--- src/rtl/ifd_pkg.sv ---
package ifd_pkg;
   typedef enum logic [3:0] {
      OP_HALT  = 4'h0,
      OP_NOP   = 4'h1,
      OP_RRMOV = 4'h2,
      OP_IRMOV = 4'h3,
      OP_RMMOV = 4'h4,
      OP_MRMOV = 4'h5,
      OP_ALU   = 4'h6,
      OP_JUMP  = 4'h7,
      OP_CALL  = 4'h8,
      OP_RET   = 4'h9,
      OP_PUSH  = 4'hA,
      OP_POP   = 4'hB
   } opcode_e;

   typedef struct packed {
      logic known;
      logic has_reg;
      logic has_const;
   } fmt_t;

   function automatic fmt_t fmt_of(logic [3:0] code);
      fmt_t f;
      f = '{known: 1'b1, has_reg: 1'b0, has_const: 1'b0};
      case (code)
         OP_HALT, OP_NOP, OP_RET:         ;
         OP_RRMOV, OP_ALU, OP_PUSH, OP_POP: f.has_reg = 1'b1;
         OP_IRMOV, OP_RMMOV, OP_MRMOV: begin
            f.has_reg   = 1'b1;
            f.has_const = 1'b1;
         end
         OP_JUMP, OP_CALL:                f.has_const = 1'b1;
         default:                         f.known = 1'b0;
      endcase
      return f;
   endfunction
endpackage

--- src/rtl/ifd_format_decode.sv ---
module ifd_format_decode
   import ifd_pkg::*;
#(
   parameter int CONST_BYTES = 4,
   parameter int LEN_W       = 3
) (
   input  logic [3:0]       code,
   output logic             known,
   output logic             has_reg,
   output logic             has_const,
   output logic [LEN_W-1:0] len
);
   fmt_t fmt;

   always_comb begin
      fmt       = fmt_of(code);
      known     = fmt.known;
      has_reg   = fmt.has_reg;
      has_const = fmt.has_const;
      len       = LEN_W'(1)
                + (fmt.has_reg   ? LEN_W'(1)           : LEN_W'(0))
                + (fmt.has_const ? LEN_W'(CONST_BYTES) : LEN_W'(0));
   end
endmodule

--- src/rtl/ifd_field_extract.sv ---
module ifd_field_extract #(
   parameter int CONST_BYTES = 4,
   parameter int WIN_BYTES   = 6,
   parameter int NOREG_ID    = 8
) (
   input  logic [WIN_BYTES*8-1:0]   window,
   input  logic                     has_reg,
   input  logic                     has_const,
   output logic [3:0]               op_fn,
   output logic [3:0]               reg_a,
   output logic [3:0]               reg_b,
   output logic [CONST_BYTES*8-1:0] const_val
);
   localparam int WORD_W = CONST_BYTES * 8;

   logic [WORD_W-1:0] word_after_reg;
   logic [WORD_W-1:0] word_after_op;

   for (genvar b = 0; b < CONST_BYTES; b++) begin : g_cbyte
      assign word_after_reg[8*b +: 8] = window[8*(2+b) +: 8];
      assign word_after_op[8*b +: 8]  = window[8*(1+b) +: 8];
   end

   always_comb begin
      op_fn = window[3:0];
      if (has_reg) begin
         reg_a = window[15:12];
         reg_b = window[11:8];
      end else begin
         reg_a = 4'(NOREG_ID);
         reg_b = 4'(NOREG_ID);
      end
      if (!has_const)
         const_val = '0;
      else if (has_reg)
         const_val = word_after_reg;
      else
         const_val = word_after_op;
   end
endmodule

--- src/rtl/ifd_pc_unit.sv ---
module ifd_pc_unit #(
   parameter int              ADDR_W   = 32,
   parameter int              LEN_W    = 3,
   parameter logic [ADDR_W-1:0] RESET_PC = 32'h100
) (
   input  logic              clk,
   input  logic              rst_n,
   input  logic [LEN_W-1:0]  len,
   input  logic              known,
   input  logic              redir_v,
   input  logic [ADDR_W-1:0] redir_pc,
   output logic [ADDR_W-1:0] pc,
   output logic [ADDR_W-1:0] seq_pc
);
   assign seq_pc = pc + ADDR_W'(len);

   always_ff @(posedge clk or negedge rst_n) begin
      if (!rst_n)
         pc <= RESET_PC;
      else if (redir_v)
         pc <= redir_pc;
      else if (known)
         pc <= seq_pc;
   end
endmodule

--- src/rtl/ifetch_decoder.sv ---
module ifetch_decoder #(
   parameter int              ADDR_W   = 32,
   parameter int              WORD_W   = 32,
   parameter int              NOREG_ID = 8,
   parameter logic [ADDR_W-1:0] RESET_PC = 32'h100,
   localparam int             CONST_BYTES = WORD_W / 8,
   localparam int             WIN_BYTES   = CONST_BYTES + 2
) (
   input  logic                   clk,
   input  logic                   rst_n,
   input  logic [WIN_BYTES*8-1:0] win_bytes,
   input  logic                   redirect_valid,
   input  logic [ADDR_W-1:0]      redirect_pc,
   output logic [ADDR_W-1:0]      pc_out,
   output logic [3:0]             op_code,
   output logic [3:0]             op_fn,
   output logic [3:0]             reg_a,
   output logic [3:0]             reg_b,
   output logic [WORD_W-1:0]      const_val,
   output logic [ADDR_W-1:0]      next_pc,
   output logic                   bad_code
);
   localparam int LEN_W = $clog2(WIN_BYTES + 1);

   if (WORD_W % 8 != 0 || WORD_W < 8) begin : g_bad_word
      $error("WORD_W must be a positive multiple of 8");
   end
   if (NOREG_ID < 0 || NOREG_ID > 15) begin : g_bad_noreg
      $error("NOREG_ID must fit a nibble");
   end

   logic             known;
   logic             has_reg;
   logic             has_const;
   logic [LEN_W-1:0] len;

   assign op_code  = win_bytes[7:4];
   assign bad_code = !known;

   ifd_format_decode #(.CONST_BYTES(CONST_BYTES), .LEN_W(LEN_W)) u_fmt (
      .code(op_code), .known(known), .has_reg(has_reg),
      .has_const(has_const), .len(len));

   ifd_field_extract #(.CONST_BYTES(CONST_BYTES), .WIN_BYTES(WIN_BYTES),
                       .NOREG_ID(NOREG_ID)) u_fld (
      .window(win_bytes), .has_reg(has_reg), .has_const(has_const),
      .op_fn(op_fn), .reg_a(reg_a), .reg_b(reg_b), .const_val(const_val));

   ifd_pc_unit #(.ADDR_W(ADDR_W), .LEN_W(LEN_W), .RESET_PC(RESET_PC)) u_pc (
      .clk(clk), .rst_n(rst_n), .len(len), .known(known),
      .redir_v(redirect_valid), .redir_pc(redirect_pc),
      .pc(pc_out), .seq_pc(next_pc));
endmodule

--- config.mk ---
export PLATFORM = sky130hd
export DESIGN_NAME = ifetch_decoder
export DESIGN_NICKNAME = d
export VERILOG_FILES = /design/src/rtl/ifd_pkg.sv /design/src/rtl/ifd_format_decode.sv /design/src/rtl/ifd_field_extract.sv /design/src/rtl/ifd_pc_unit.sv /design/src/rtl/ifetch_decoder.sv
export SDC_FILE = /design/constraint.sdc
export NUM_CORES = 1
export LEC_CHECK = 0
export ABC_CLOCK_PERIOD_IN_PS = 6300
export BUFFER_PORTS_ARGS = -buffer_cell sky130_fd_sc_hd__buf_2
export CELL_PAD_IN_SITES_DETAIL_PLACEMENT = 1
export CELL_PAD_IN_SITES_GLOBAL_PLACEMENT = 1
export CORE_UTILIZATION = 31
export CTS_CLUSTER_SIZE = 10
export DETAILED_ROUTE_END_ITERATION = 6
export HOLD_SLACK_MARGIN = 0.02
export PLACE_DENSITY = 0.83
export SLEW_MARGIN = 20
export SYNTH_ARGS = -nofsm -noshare
export SYNTH_HDL_FRONTEND = slang
export SYNTH_SLANG_ARGS = --single-unit
--- constraint.sdc ---
create_clock -name clk -period 6.3 [get_ports clk]
set_clock_uncertainty 0.2 [all_clocks]
set_input_delay 1.26 -clock clk [delete_from_list [all_inputs] [get_ports clk]]
set_output_delay 1.26 -clock clk [all_outputs]
set_load 0.1 [all_outputs]
==> impl_results.html, run 1 <==
<table>
<tr><th>Metric</th><th>Value</th></tr>
<tr><th colspan="2">Run status</th></tr>
<tr><td>Result of the run</td><td>completed</td></tr>
<tr><th colspan="2">GRT</th></tr>
<tr><td>Via count of the first global-routing pass</td><td>3785</td></tr>
<tr><td>Global-route wire length before repair</td><td>19.2 mm</td></tr>
<tr><td>Largest net degree at the start of global routing</td><td>44</td></tr>
<tr><td>Total global routing track utilization</td><td>between 20 and 25%</td></tr>
<tr><td>Initial antenna violation count</td><td>1</td></tr>
<tr><td>Grt ovf</td><td>0</td></tr>
<tr><th colspan="2">Yosys</th></tr>
<tr><td>Number of flops mapped to enable cells by yosys</td><td>0</td></tr>
<tr><td>Post-synthesis sequential element count</td><td>32</td></tr>
<tr><td>Syn nets</td><td>532</td></tr>
<tr><td>Cells after synthesis</td><td>between 400 and 500</td></tr>
<tr><td>Share of synthesized flip-flops with an asynchronous set or reset</td><td>100%</td></tr>
<tr><td>Avg Cell Area, Syn</td><td>7.07 µm²</td></tr>
<tr><td>Number of distinct library cells after synthesis</td><td>52</td></tr>
<tr><td>Synthesis Warnings</td><td>0</td></tr>
<tr><td>Post-synth design cell area</td><td>3160 µm²</td></tr>
<tr><td>Sequential share of the synthesized area</td><td>approximately 25%</td></tr>
<tr><td>Most used DFF post-synth</td><td>dfrtp_1</td></tr>
<tr><th colspan="2">Layout</th></tr>
<tr><td>Number of cells in the finished layout apart from fillers</td><td>742</td></tr>
<tr><td>Most common cell after layout, fill and taps aside</td><td>buf_2</td></tr>
<tr><td>Fraction of layout cells with a size suffix above 1</td><td>between 30 and 40%</td></tr>
<tr><td>Highest-count cells in the layout ignoring fill and taps</td><td>buf_2, nand2_1, a21oi_1</td></tr>
<tr><td>Reg area</td><td>802 µm²</td></tr>
<tr><td>Multi-input gate area in the final layout</td><td>2210 µm²</td></tr>
<tr><td>Largest registers ranked by flip-flop count</td><td>u_pc.pc (32)</td></tr>
<tr><td>Max reg flops</td><td>32</td></tr>
<tr><td>Register with the highest flop count</td><td>u_pc.pc</td></tr>
<tr><td>Filler cell count in the final layout</td><td>1315</td></tr>
<tr><td>Area Growth Syn to Fin</td><td>43.3%</td></tr>
<tr><td>Final net count</td><td>692</td></tr>
<tr><th colspan="2">Clocking</th></tr>
<tr><td>Post-CTS resize count</td><td>0</td></tr>
<tr><td>Cts-stage hold buffer count</td><td>0</td></tr>
<tr><td>Worst-skew pair later-pin latency</td><td>just under 0.3 ns</td></tr>
<tr><td>TritonCTS buffer count</td><td>5</td></tr>
<tr><td>CTS H-tree lvls</td><td>2</td></tr>
<tr><td>TritonCTS clock tree</td><td>built</td></tr>
<tr><td>Root buf cell</td><td>clkbuf_8</td></tr>
<tr><td>Bufs on Longest Clock Path</td><td>2</td></tr>
<tr><td>Clock slew seen by the registers of the worst setup and hold paths</td><td>0.08 ns</td></tr>
<tr><td>Clock sink count</td><td>32</td></tr>
<tr><td>Number of buffers added for setup after CTS</td><td>0</td></tr>
<tr><th colspan="2">Die</th></tr>
<tr><td>Initial Util</td><td>approximately 32%</td></tr>
<tr><td># IOs</td><td>196</td></tr>
<tr><td>Number of rows created at floorplan</td><td>36</td></tr>
<tr><td>Height of the die</td><td>103 µm</td></tr>
<tr><td>Core area</td><td>9820 µm²</td></tr>
<tr><td>Overall die width</td><td>103 µm</td></tr>
<tr><td>Area of the die</td><td>10600 µm²</td></tr>
<tr><th colspan="2">Place</th></tr>
<tr><td>DPL Wire Length</td><td>9.95 mm</td></tr>
<tr><td>Placed cell count</td><td>733</td></tr>
<tr><td># port buffers</td><td>187</td></tr>
<tr><td>Final GP Congestion</td><td>0.883</td></tr>
<tr><th colspan="2">Critical path</th></tr>
<tr><td>Top delay family on crit path</td><td>simple AND/OR/NAND/NOR gates</td></tr>
<tr><td>Critical-path top delay cell</td><td>or3_1</td></tr>
<tr><td>Data required time of the critical path</td><td>4.84 ns</td></tr>
<tr><td>Crit path arrival time</td><td>4.06 ns</td></tr>
<tr><td>List of cells traversed by the critical path</td><td>buf_2 -&gt; nor2b_1 -&gt; buf_4 -&gt; a21oi_1 -&gt; o22a_1 -&gt; inv_1 -&gt; ha_1 -&gt; a21oi_1 -&gt; or3_1 -&gt; or3_1 -&gt; xnor2_2 -&gt; buf_12</td></tr>
<tr><td>Type of the worst setup path</td><td>in -&gt; out</td></tr>
<tr><td>Kind of start point of the critical path</td><td>primary input</td></tr>
<tr><td>Delay of the slowest cell on the worst path</td><td>between 0.5 and 0.6 ns</td></tr>
<tr><td>Setup crit end kind</td><td>output pin</td></tr>
<tr><td>Buffers &amp; Inverters on Critical Path</td><td>4</td></tr>
<tr><td>CP Max Fanout</td><td>7</td></tr>
<tr><th colspan="2">STA</th></tr>
<tr><td>Max-slew violation total from the final report</td><td>0</td></tr>
<tr><td>Final period utilization</td><td>87.6%</td></tr>
<tr><td>Pin slew with the least headroom to its limit</td><td>about 0.9 ns</td></tr>
<tr><td>Final Hold Viols</td><td>0</td></tr>
<tr><td>Setup Viol. Count Final</td><td>0</td></tr>
<tr><td>Max transition margin</td><td>40.3%</td></tr>
<tr><td>Worst hold slack</td><td>0.415 ns</td></tr>
<tr><td>RSZ-0062 raised after global routing</td><td>no</td></tr>
<tr><td>Clock period minus worst slack</td><td>approximately 5.5 ns</td></tr>
<tr><td>Setup Total Neg Slack</td><td>0 ns</td></tr>
<tr><td>F_max</td><td>181 MHz</td></tr>
<tr><th colspan="2">Power</th></tr>
<tr><td>Total leakage power</td><td>0.00213 µW</td></tr>
<tr><td>Maximum vdd drop</td><td>0.000124 V</td></tr>
<tr><td>Power per standard cell area</td><td>284 nW/µm²</td></tr>
<tr><th colspan="2">Min path</th></tr>
<tr><td>Class of the tightest hold or removal check</td><td>reg -&gt; reg</td></tr>
<tr><th colspan="2">Routing</th></tr>
<tr><td>Vias/cell</td><td>~5.3</td></tr>
<tr><td>DRC viols</td><td>0</td></tr>
<tr><td>Post-route ant nets</td><td>0</td></tr>
<tr><td>Total Wirelength</td><td>12.5 mm</td></tr>
<tr><td>First-pass DRT Iterations</td><td>4</td></tr>
<tr><td>Via count</td><td>between 3000 and 4000</td></tr>
<tr><td>Post-detailed-route wirelength per cell</td><td>16.8 µm</td></tr>
<tr><td>DR iter-0 viols</td><td>roughly 220</td></tr>
<tr><th colspan="2">Run</th></tr>
<tr><td>MaxCap Viol Count</td><td>0</td></tr>
</table>
## through the flow
step	setup WS, ns	util [%]	total power (µW)	instance area [µm²]
floorplan	-0.0130	-	947	3230
global placement	0.621	45.0	1110	4420
detailed placement	0.387	45.0	1120	4420
CTS	0.382	46.0	1290	4520
global route	0.595	46.1	1340	4520
finish	0.780	46.1	1290	4530
## kinds of logic (layout without fill, tap and decap cells)
logic type	count (synthesis)	count (layout)	share of synthesized area, %
and+or+nand+nor	231	231	36.1
buffers and inverters	47	208	7.17
other	0	1	0
muxes	1	1	0.317
adders and majority gates	2	2	0.792
DFF	32	32	25.4
AOI/OAI and AO/OA	91	91	18.3
xor gates and xnor gates	43	43	11.9
## path summary, 6_finish.rpt
check | start | end | slack [ns] | depth (start not counted)
min in group asynchronous | rst_n | u_pc.pc[18]$_DFFE_PN0P_ | 0.83 | 1
max reg2reg | u_pc.pc[8]$_DFFE_PN1P_ | u_pc.pc[29]$_DFFE_PN0P_ | 3.45 | 5
min reg2reg | u_pc.pc[31]$_DFFE_PN0P_ | u_pc.pc[31]$_DFFE_PN0P_ | 0.42 | 2
min | u_pc.pc[31]$_DFFE_PN0P_ | u_pc.pc[31]$_DFFE_PN0P_ | 0.42 | 2
max | win_bytes[6] | next_pc[17] | 0.78 | 12
max in group asynchronous | rst_n | u_pc.pc[2]$_DFFE_PN0P_ | 4.56 | 1
## layer usage
| layer | vias up | track usage [%] | part of all wire [%] |
|---|---|---|---|
| li1 | 1883 | - | - |
| met1 | 1895 | 31.5 | 44 |
| met2 | 119 | 37.5 | 49 |
| met3 | 14 | 5.08 | 5.5 |
| met4 | 0 | 5.20 | 1.1 |
| met5 | - | 0 | 0 |
## power by group
group / internal (µW) / switching, µW / total [µW] / leakage [µW]
sequential: 227 / 47.3 / 275 / 0.000372
combinational: 165 / 673 / 838 / 0.00172
clock: 88.5 / 86.3 / 175 / 0.0000434
## cell type report
cell class,instances,area share (%)
Timing Repair Buffer,192,26.8
Inverter,8,0.663
Multi-Input combinational cell,368,48.9
Clock inverter,2,0.332
Sequential cell,32,17.7
Tap cell,133,3.68
Antenna cell,1,0.0553
Clock buffer,6,1.82
## cell usage after synthesis (3+ instances only)
master	count	share of area [%]
nor2_1	32	3.8
inv_1	7	0.83
nand4_1	12	2.4
a21oi_1	38	6.0
and4_1	3	0.83
a311o_1	3	0.95
dfrtp_1	31	25
o31ai_1	8	1.9
and3_1	9	1.8
nand2_1	104	12
buf_4	10	2.4
xor2_1	18	5.0
xnor2_1	25	6.9
or3_1	6	1.2
buf_2	4	0.63
nand3_1	16	2.5
o21ai_0	16	2.5
nor3_1	9	1.4
nand2b_1	3	0.59
nor4_1	8	1.6
or4_1	9	2.1
a31oi_1	12	2.4
and2_1	8	1.6
clkbuf_1	24	2.9
## worst reg2reg max path: cells and delay by family (launching register included)
family / cells / cell delay, ns
and+or+nand+nor: 4 / 1.72
DFF: 1 / 0.67
AOI/OAI and AO/OA: 1 / 0.18
(Power assumes the default switching activity.)
==> inputs of run 2 (changes only) <==
- ABC_CLOCK_PERIOD_IN_PS: 6300 -> 5830
- CORE_UTILIZATION: 31 -> 29
- PLACE_DENSITY: 0.83 -> 0.79
- clock period: 6.3 -> 5.83 ns (I/O delays scaled with it)
==> impl_results.html, run 2 (synthesized netlist as in run 1, its figures left out) <==
<table>
<tr><th>Metric</th><th>Value</th></tr>
<tr><th colspan="2">Min path</th></tr>
<tr><td>Hold Path Sink</td><td>u_pc.pc[31]$_DFFE_PN0P_</td></tr>
<tr><td>Start point of the worst min-delay path</td><td>u_pc.pc[31]$_DFFE_PN0P_</td></tr>
<tr><td>Class of the tightest hold or removal check</td><td>reg -&gt; reg</td></tr>
<tr><td>Number of cells traversed by the worst hold path</td><td>2 (unchanged)</td></tr>
<tr><th colspan="2">Clocking</th></tr>
<tr><td>Worst-skew pair later-pin latency</td><td>0.30 ns (about the same)</td></tr>
<tr><td>Clock sink count</td><td>32 (unchanged)</td></tr>
<tr><td>TritonCTS clock tree</td><td>built</td></tr>
<tr><td>Clock slew seen by the registers of the worst setup and hold paths</td><td>0.08 ns (about the same)</td></tr>
<tr><td>TritonCTS buffer count</td><td>5 (unchanged)</td></tr>
<tr><td>Number of buffers added for setup after CTS</td><td>0 (unchanged)</td></tr>
<tr><td>Cts-stage hold buffer count</td><td>0 (unchanged)</td></tr>
<tr><td>Bufs on Longest Clock Path</td><td>2 (unchanged)</td></tr>
<tr><td>Post-CTS resize count</td><td>0 (unchanged)</td></tr>
<tr><td>Root buf cell</td><td>clkbuf_8</td></tr>
<tr><td>CTS H-tree lvls</td><td>2 (unchanged)</td></tr>
<tr><th colspan="2">Layout</th></tr>
<tr><td>Most common cell after layout, fill and taps aside</td><td>buf_2</td></tr>
<tr><td>Core Util, Final</td><td>45.7% (-0.37 points)</td></tr>
<tr><td>Largest registers ranked by flip-flop count</td><td>u_pc.pc (32)</td></tr>
<tr><td>Max reg flops</td><td>32 (unchanged)</td></tr>
<tr><td>Final net count</td><td>694 (+0.29%)</td></tr>
<tr><td>Highest-count cells in the layout ignoring fill and taps</td><td>buf_2, nand2_1, a21oi_1</td></tr>
<tr><td>Register with the highest flop count</td><td>u_pc.pc</td></tr>
<tr><td>Fraction of layout cells with a size suffix above 1</td><td>38.2% (+1.5 points)</td></tr>
<tr><td>Number of inserted diodes</td><td>0 (-1)</td></tr>
<tr><td>Area Growth Syn to Fin</td><td>51.4%</td></tr>
<tr><td>Filler cell count in the final layout</td><td>1335 (+1.5%)</td></tr>
<tr><td>Number of cells in the finished layout apart from fillers</td><td>746 (+0.54%)</td></tr>
<tr><th colspan="2">Run</th></tr>
<tr><td>MaxCap Viol Count</td><td>0 (unchanged)</td></tr>
<tr><th colspan="2">Place</th></tr>
<tr><td>Final GP Congestion</td><td>0.804 (-8.9%)</td></tr>
<tr><td># port buffers</td><td>187 (unchanged)</td></tr>
<tr><td>Placed cell count</td><td>738 (+0.68%)</td></tr>
<tr><td>DPL Wire Length</td><td>10.3 mm (+3.5%)</td></tr>
<tr><th colspan="2">Routing</th></tr>
<tr><td>Post-route ant nets</td><td>0 (unchanged)</td></tr>
<tr><td>Via count</td><td>3942 (+0.79%)</td></tr>
<tr><td>DRC viols</td><td>0 (unchanged)</td></tr>
<tr><td>DR iter-0 viols</td><td>199 (-7.4%)</td></tr>
<tr><td>Post-detailed-route wirelength per cell</td><td>17.6 µm (+4.8%)</td></tr>
<tr><td>First-pass DRT Iterations</td><td>4 (unchanged)</td></tr>
<tr><td>Total Wirelength</td><td>13.1 mm (+5.4%)</td></tr>
<tr><td>Vias/cell</td><td>5.28 (+0.25%)</td></tr>
<tr><th colspan="2">STA</th></tr>
<tr><td>Worst hold slack</td><td>0.425 ns (+0.00992 ns)</td></tr>
<tr><td>Clock period minus worst slack</td><td>5.27 ns</td></tr>
<tr><td>Max transition margin</td><td>36.7% (-3.6 points)</td></tr>
<tr><td>RSZ-0062 raised after global routing</td><td>no</td></tr>
<tr><td>Pin slew with the least headroom to its limit</td><td>0.949 ns (+0.0534 ns)</td></tr>
<tr><td>Final Hold Viols</td><td>0 (unchanged)</td></tr>
<tr><td>Max-slew violation total from the final report</td><td>0 (unchanged)</td></tr>
<tr><td>F_max</td><td>190 MHz</td></tr>
<tr><td>Final period utilization</td><td>90.4%</td></tr>
<tr><td>Setup Viol. Count Final</td><td>0 (unchanged)</td></tr>
<tr><th colspan="2">Critical path</th></tr>
<tr><td>Startpoint of the lowest-slack register-to-register path</td><td>u_pc.pc[0]$_DFFE_PN0P_</td></tr>
<tr><td>Setup crit end kind</td><td>output pin</td></tr>
<tr><td>Number of cells on the worst reg-to-reg path</td><td>8 (+3)</td></tr>
<tr><td>CP Max Fanout</td><td>7 (unchanged)</td></tr>
<tr><td>Setup slack on the worst flop-to-flop path</td><td>2.95 ns (-0.50 ns)</td></tr>
<tr><td>Kind of start point of the critical path</td><td>primary input</td></tr>
<tr><td>Data required time of the critical path</td><td>4.46 ns (-0.38 ns)</td></tr>
<tr><td>Type of the worst setup path</td><td>in -&gt; out</td></tr>
<tr><td>Reg2Reg Capture Point</td><td>u_pc.pc[28]$_DFFE_PN0P_</td></tr>
<tr><td>Crit path arrival time</td><td>3.90 ns (-0.16 ns)</td></tr>
<tr><th colspan="2">GRT</th></tr>
<tr><td>Grt ovf</td><td>0 (unchanged)</td></tr>
<tr><td>Global-route wire length before repair</td><td>20.5 mm (+6.5%)</td></tr>
<tr><td>Total global routing track utilization</td><td>22.7% (-0.41 points)</td></tr>
<tr><td>Via count of the first global-routing pass</td><td>4019 (+6.2%)</td></tr>
<tr><td>Largest net degree at the start of global routing</td><td>44 (unchanged)</td></tr>
<tr><td>Initial antenna violation count</td><td>0 (-1)</td></tr>
<tr><th colspan="2">Die</th></tr>
<tr><td>Number of rows created at floorplan</td><td>37 (+2.8%)</td></tr>
<tr><td># IOs</td><td>196 (unchanged)</td></tr>
<tr><td>Core area</td><td>10500 µm² (+6.5%)</td></tr>
<tr><td>Area of the die</td><td>11300 µm² (+6.8%)</td></tr>
<tr><td>Overall die width</td><td>106 µm (+3.3%)</td></tr>
<tr><td>Initial Util</td><td>30.2% (-2.0 points)</td></tr>
<tr><td>Height of the die</td><td>106 µm (+3.3%)</td></tr>
<tr><th colspan="2">Power</th></tr>
<tr><td>Switching power</td><td>881 µW (+9.2%)</td></tr>
<tr><td>Switching Share</td><td>61.8% (-0.83 points)</td></tr>
<tr><td>Pwr Total</td><td>1430 µW (+11%)</td></tr>
<tr><td>Power per standard cell area</td><td>298 nW/µm² (+4.7%)</td></tr>
<tr><td>Proportion of power drawn by combinational gates</td><td>66.7% (+1.6 points)</td></tr>
<tr><td>Internal Dissipation</td><td>545 µW (+13%)</td></tr>
<tr><td>Share of total power in the clock network</td><td>12.2% (-1.4 points)</td></tr>
<tr><td>Total leakage power</td><td>0.00224 µW (+4.8%)</td></tr>
<tr><td>Maximum vdd drop</td><td>0.000273 V (+120%)</td></tr>
<tr><td>Part of the total power dissipated in sequential elements</td><td>21.1% (-0.2 points)</td></tr>
<tr><th colspan="2">Run status</th></tr>
<tr><td>Result of the run</td><td>completed</td></tr>
</table>
-- run 2: changes by cell type in the layout (fill, tap and decap cells not counted), moves of 2 or more --
cell,delta
xnor2_1,-3
xor2_2,+8
clkinvlp_4,-2
buf_4,+2
xnor2_2,+3
buf_2,-12
buf_12,+12
xor2_1,-8
clkbuf_1,+2
-- run 2: critical path: stages --
cell and delay (ns):
buf_2 0.13, nor2b_1 0.14, buf_4 0.16, a21oi_1 0.12
o22a_1 0.17, inv_1 0.05, ha_1 0.34, a21oi_1 0.18
or3_1 0.57, or3_1 0.47, xnor2_2 0.20, buf_12 0.20
-- run 2: metal layers --
layer / global-route usage, % / part of all wire [%] / up-vias
met5: 0 / 0 / -
met1: 29.7 / 44 / 1948
met2: 39.3 / 51 / 100
li1: - / - / 1879
met4: 6.15 / 1.3 / 0
met3: 2.82 / 4.1 / 15
-- run 2: worst max-delay path by stage --
stage                     slack (ns)          from  cells past startpoint           to
after floorplan                -0.29  win_bytes[6]                     11  next_pc[11]
after global placement          0.66  win_bytes[6]                     12  next_pc[17]
after detailed placement        0.59  win_bytes[6]                     12  next_pc[17]
after CTS                       0.57  win_bytes[6]                     12  next_pc[17]
after global routing            0.38  win_bytes[6]                     12  next_pc[17]
final                           0.56  win_bytes[6]                     12  next_pc[17]
-- run 2: power by group through the flow --
| stage | Combinational [µW] | Clock [µW] | Sequential [µW] |
|---|---|---|---|
| 3_3_place_gp | 941 | 0 | 302 |
| 2_1_floorplan | 572 | 0 | 458 |
| 4_1_cts | 955 | 173 | 300 |
| 3_5_place_dp | 953 | 0 | 305 |
| 6_report | 951 | 173 | 301 |
| 5_1_grt | 984 | 182 | 306 |
-- run 2: stage by stage --
stage / worst slack (ns) / TNS [ns] / cell area [µm²]
2_1_floorplan: -0.295 / -0.352 / 3320
3_3_place_gp: 0.663 / 0 / 4700
3_5_place_dp: 0.586 / 0 / 4700
4_1_cts: 0.569 / 0 / 4780
5_1_grt: 0.379 / 0 / 4780
6_report: 0.559 / 0 / 4780
-- run 2: layout make-up --
class	count	area (µm²)	area share, %
Clock buffer	7	76.3	1.60
Sequential cell	32	802	16.8
Timing Repair Buffer	194	1410	29.4
Inverter	8	30.0	0.628
Tap cell	136	170	3.56
Clock inverter	1	5.00	0.105
Multi-Input combinational cell	368	2290	47.9
==> inputs of run 3 (changes only) <==
- CELL_PAD_IN_SITES_DETAIL_PLACEMENT: 1 -> 2
- CELL_PAD_IN_SITES_GLOBAL_PLACEMENT: 1 -> 2
- CORE_UTILIZATION: 29 -> 22
- PLACE_DENSITY: 0.79 -> 0.8
- SLEW_MARGIN: 20 -> 25
==> impl_results.html, run 3 (synthesized netlist as in run 1, its figures left out) <==
<table>
<tr><th>Metric</th><th>Value</th></tr>
<tr><th colspan="2">Layout</th></tr>
<tr><td>Register with the highest flop count</td><td>u_pc.pc</td></tr>
<tr><td>Area Growth Syn to Fin</td><td>55.2%</td></tr>
<tr><td>Most common cell after layout, fill and taps aside</td><td>buf_2</td></tr>
<tr><td>Final instance area</td><td>4900 µm² (+2.5%)</td></tr>
<tr><td>Fraction of layout cells with a size suffix above 1</td><td>38.2% (unchanged)</td></tr>
<tr><td>Highest-count cells in the layout ignoring fill and taps</td><td>buf_2, nand2_1, a21oi_1</td></tr>
<tr><td>Largest registers ranked by flip-flop count</td><td>u_pc.pc (32)</td></tr>
<tr><td>Number of inserted diodes</td><td>0 (unchanged)</td></tr>
<tr><td>Final net count</td><td>694 (unchanged)</td></tr>
<tr><td>Core Util, Final</td><td>35.2% (-11 points)</td></tr>
<tr><td>Max reg flops</td><td>32 (unchanged)</td></tr>
<tr><th colspan="2">Place</th></tr>
<tr><td>Placement-stage cell area</td><td>4760 µm² (+1.2%)</td></tr>
<tr><td>Final GP Congestion</td><td>0.811 (+0.81%)</td></tr>
<tr><td>DPL Wire Length</td><td>11.5 mm (+12%)</td></tr>
<tr><td># port buffers</td><td>187 (unchanged)</td></tr>
<tr><th colspan="2">Routing</th></tr>
<tr><td>Met3 layer wire length in the routed design</td><td>564 µm (+5.6%)</td></tr>
<tr><td>Wl on met1</td><td>6.41 mm (+12%)</td></tr>
<tr><td>First-pass DRT Iterations</td><td>4 (unchanged)</td></tr>
<tr><td>Post-route ant nets</td><td>0 (unchanged)</td></tr>
<tr><td>DRC viols</td><td>0 (unchanged)</td></tr>
<tr><td>Total Wirelength</td><td>14.5 mm (+10%)</td></tr>
<tr><td>Via count</td><td>4005 (+1.6%)</td></tr>
<tr><td>Vias/cell</td><td>5.07 (-4.1%)</td></tr>
<tr><td>DR iter-0 viols</td><td>200 (+0.50%)</td></tr>
<tr><td>Post-detailed-route wirelength per cell</td><td>18.3 µm (+4.1%)</td></tr>
<tr><td>Wire length on met2</td><td>7.33 mm (+9.8%)</td></tr>
<tr><td>Max Used Layer</td><td>met4</td></tr>
<tr><th colspan="2">Power</th></tr>
<tr><td>Total leakage power</td><td>0.00227 µW (+1.3%)</td></tr>
<tr><td>Power per standard cell area</td><td>311 nW/µm² (+4.5%)</td></tr>
<tr><td>Pwr Total</td><td>1530 µW (+7.1%)</td></tr>
<tr><td>Maximum vdd drop</td><td>0.000254 V (-6.8%)</td></tr>
<tr><th colspan="2">GRT</th></tr>
<tr><td>Global-route wire length before repair</td><td>22.5 mm (+10%)</td></tr>
<tr><td>Initial antenna violation count</td><td>0 (unchanged)</td></tr>
<tr><td>Via count of the first global-routing pass</td><td>4061 (+1.0%)</td></tr>
<tr><td>Largest net degree at the start of global routing</td><td>44 (unchanged)</td></tr>
<tr><td>Total global routing track utilization</td><td>19.4% (-3.4 points)</td></tr>
<tr><td>Grt ovf</td><td>0 (unchanged)</td></tr>
<tr><th colspan="2">Die</th></tr>
<tr><td>Initial Util</td><td>22.7% (-7.5 points)</td></tr>
<tr><td>Height of the die</td><td>122 µm (+15%)</td></tr>
<tr><td>Number of rows created at floorplan</td><td>43 (+16%)</td></tr>
<tr><td>Core area</td><td>13900 µm² (+33%)</td></tr>
<tr><td># IOs</td><td>196 (unchanged)</td></tr>
<tr><td>Area of the die</td><td>14800 µm² (+31%)</td></tr>
<tr><td>Overall die width</td><td>122 µm (+15%)</td></tr>
<tr><th colspan="2">Clocking</th></tr>
<tr><td>Clock slew seen by the registers of the worst setup and hold paths</td><td>0.05 ns (-0.03 ns)</td></tr>
<tr><td>Cts-stage hold buffer count</td><td>0 (unchanged)</td></tr>
<tr><td>Clock sink count</td><td>32 (unchanged)</td></tr>
<tr><td>Number of buffers added for setup after CTS</td><td>0 (unchanged)</td></tr>
<tr><td>CTS H-tree lvls</td><td>2 (unchanged)</td></tr>
<tr><td>Bufs on Longest Clock Path</td><td>2 (unchanged)</td></tr>
<tr><td>Root buf cell</td><td>clkbuf_16</td></tr>
<tr><td>Worst-skew pair later-pin latency</td><td>0.27 ns (-0.03 ns)</td></tr>
<tr><td>TritonCTS buffer count</td><td>5 (unchanged)</td></tr>
<tr><td>Post-CTS resize count</td><td>0 (unchanged)</td></tr>
<tr><td>TritonCTS clock tree</td><td>built</td></tr>
<tr><th colspan="2">STA</th></tr>
<tr><td>Pin slew with the least headroom to its limit</td><td>1.01 ns (+0.0648 ns)</td></tr>
<tr><td>Max-slew violation total from the final report</td><td>0 (unchanged)</td></tr>
<tr><td>F_max</td><td>188 MHz (-0.74%)</td></tr>
<tr><td>Clock period minus worst slack</td><td>5.31 ns (+0.0395 ns)</td></tr>
<tr><td>RSZ-0062 raised after global routing</td><td>no</td></tr>
<tr><td>Setup Viol. Count Final</td><td>0 (unchanged)</td></tr>
<tr><td>Final Hold Viols</td><td>0 (unchanged)</td></tr>
<tr><td>Final period utilization</td><td>91.1% (+0.68 points)</td></tr>
<tr><td>Max transition margin</td><td>32.4% (-4.3 points)</td></tr>
<tr><th colspan="2">Critical path</th></tr>
<tr><td>Kind of start point of the critical path</td><td>primary input</td></tr>
<tr><td>Crit path arrival time</td><td>3.94 ns (+0.04 ns)</td></tr>
<tr><td>Type of the worst setup path</td><td>in -&gt; out</td></tr>
<tr><td>CP Max Fanout</td><td>7 (unchanged)</td></tr>
<tr><td>Setup crit end kind</td><td>output pin</td></tr>
<tr><td>Data required time of the critical path</td><td>4.46 ns (about the same)</td></tr>
<tr><th colspan="2">Run</th></tr>
<tr><td>MaxCap Viol Count</td><td>0 (unchanged)</td></tr>
<tr><th colspan="2">Min path</th></tr>
<tr><td>Class of the tightest hold or removal check</td><td>reg -&gt; reg</td></tr>
<tr><th colspan="2">Run status</th></tr>
<tr><td>Result of the run</td><td>completed</td></tr>
</table>
## run 3: worst max-delay path, stage by stage
cell and delay (ns):
buf_2 0.12, nor2b_1 0.13, buf_4 0.16, a21oi_1 0.12, o22a_1 0.18, inv_1 0.05
ha_1 0.34, a21oi_1 0.20, or3_1 0.60, or3_1 0.47, xnor2_2 0.19, buf_12 0.20
## run 3: path summary, 6_finish.rpt
check / slack, ns / end / cells after the start / startpoint
max in group asynchronous: 4.15 / u_pc.pc[29]$_DFFE_PN0P_ / 1 / rst_n
max reg2reg: 2.87 / u_pc.pc[23]$_DFFE_PN0P_ / 5 / u_pc.pc[8]$_DFFE_PN1P_
min: 0.41 / u_pc.pc[31]$_DFFE_PN0P_ / 2 / u_pc.pc[31]$_DFFE_PN0P_
max: 0.52 / next_pc[17] / 12 / win_bytes[6]
min in group asynchronous: 0.78 / u_pc.pc[12]$_DFFE_PN0P_ / 1 / rst_n
min reg2reg: 0.41 / u_pc.pc[31]$_DFFE_PN0P_ / 2 / u_pc.pc[31]$_DFFE_PN0P_
## run 3: through the flow
step / TNS (ns) / setup slack (ns) / instances / hold slack [ns]
after floorplan: -0.352 / -0.295 / 447 / 0.670
after global placement: 0 / 0.595 / 782 / 0.386
after detailed placement: 0 / 0.500 / 782 / 0.412
after CTS: 0 / 0.489 / 790 / 0.422
after global routing: 0 / 0.313 / 790 / 0.465
final: 0 / 0.520 / 790 / 0.415
## run 3: layout make-up
type | instances | area (µm²)
tap | 180 | 225
multi-input combinational | 368 | 2290
timing repair buffer | 194 | 1410
fill | 1657 | 9030
sequential | 32 | 802
clock buffer | 8 | 146
inverter | 8 | 30.0
## run 3: layer usage
metal / vias to the layer above / track usage (%)
met1: 2002 / 26.5
met3: 20 / 2.53
met5: - / 0
met2: 103 / 32.8
met4: 0 / 3.24
li1: 1880 / -
## run 3: report_power, final
group          switching (µW)  total [µW]  internal (µW)
combinational             743         957            215
clock                    96.2         267            170
sequential               56.5         303            246
total                     895        1530            632
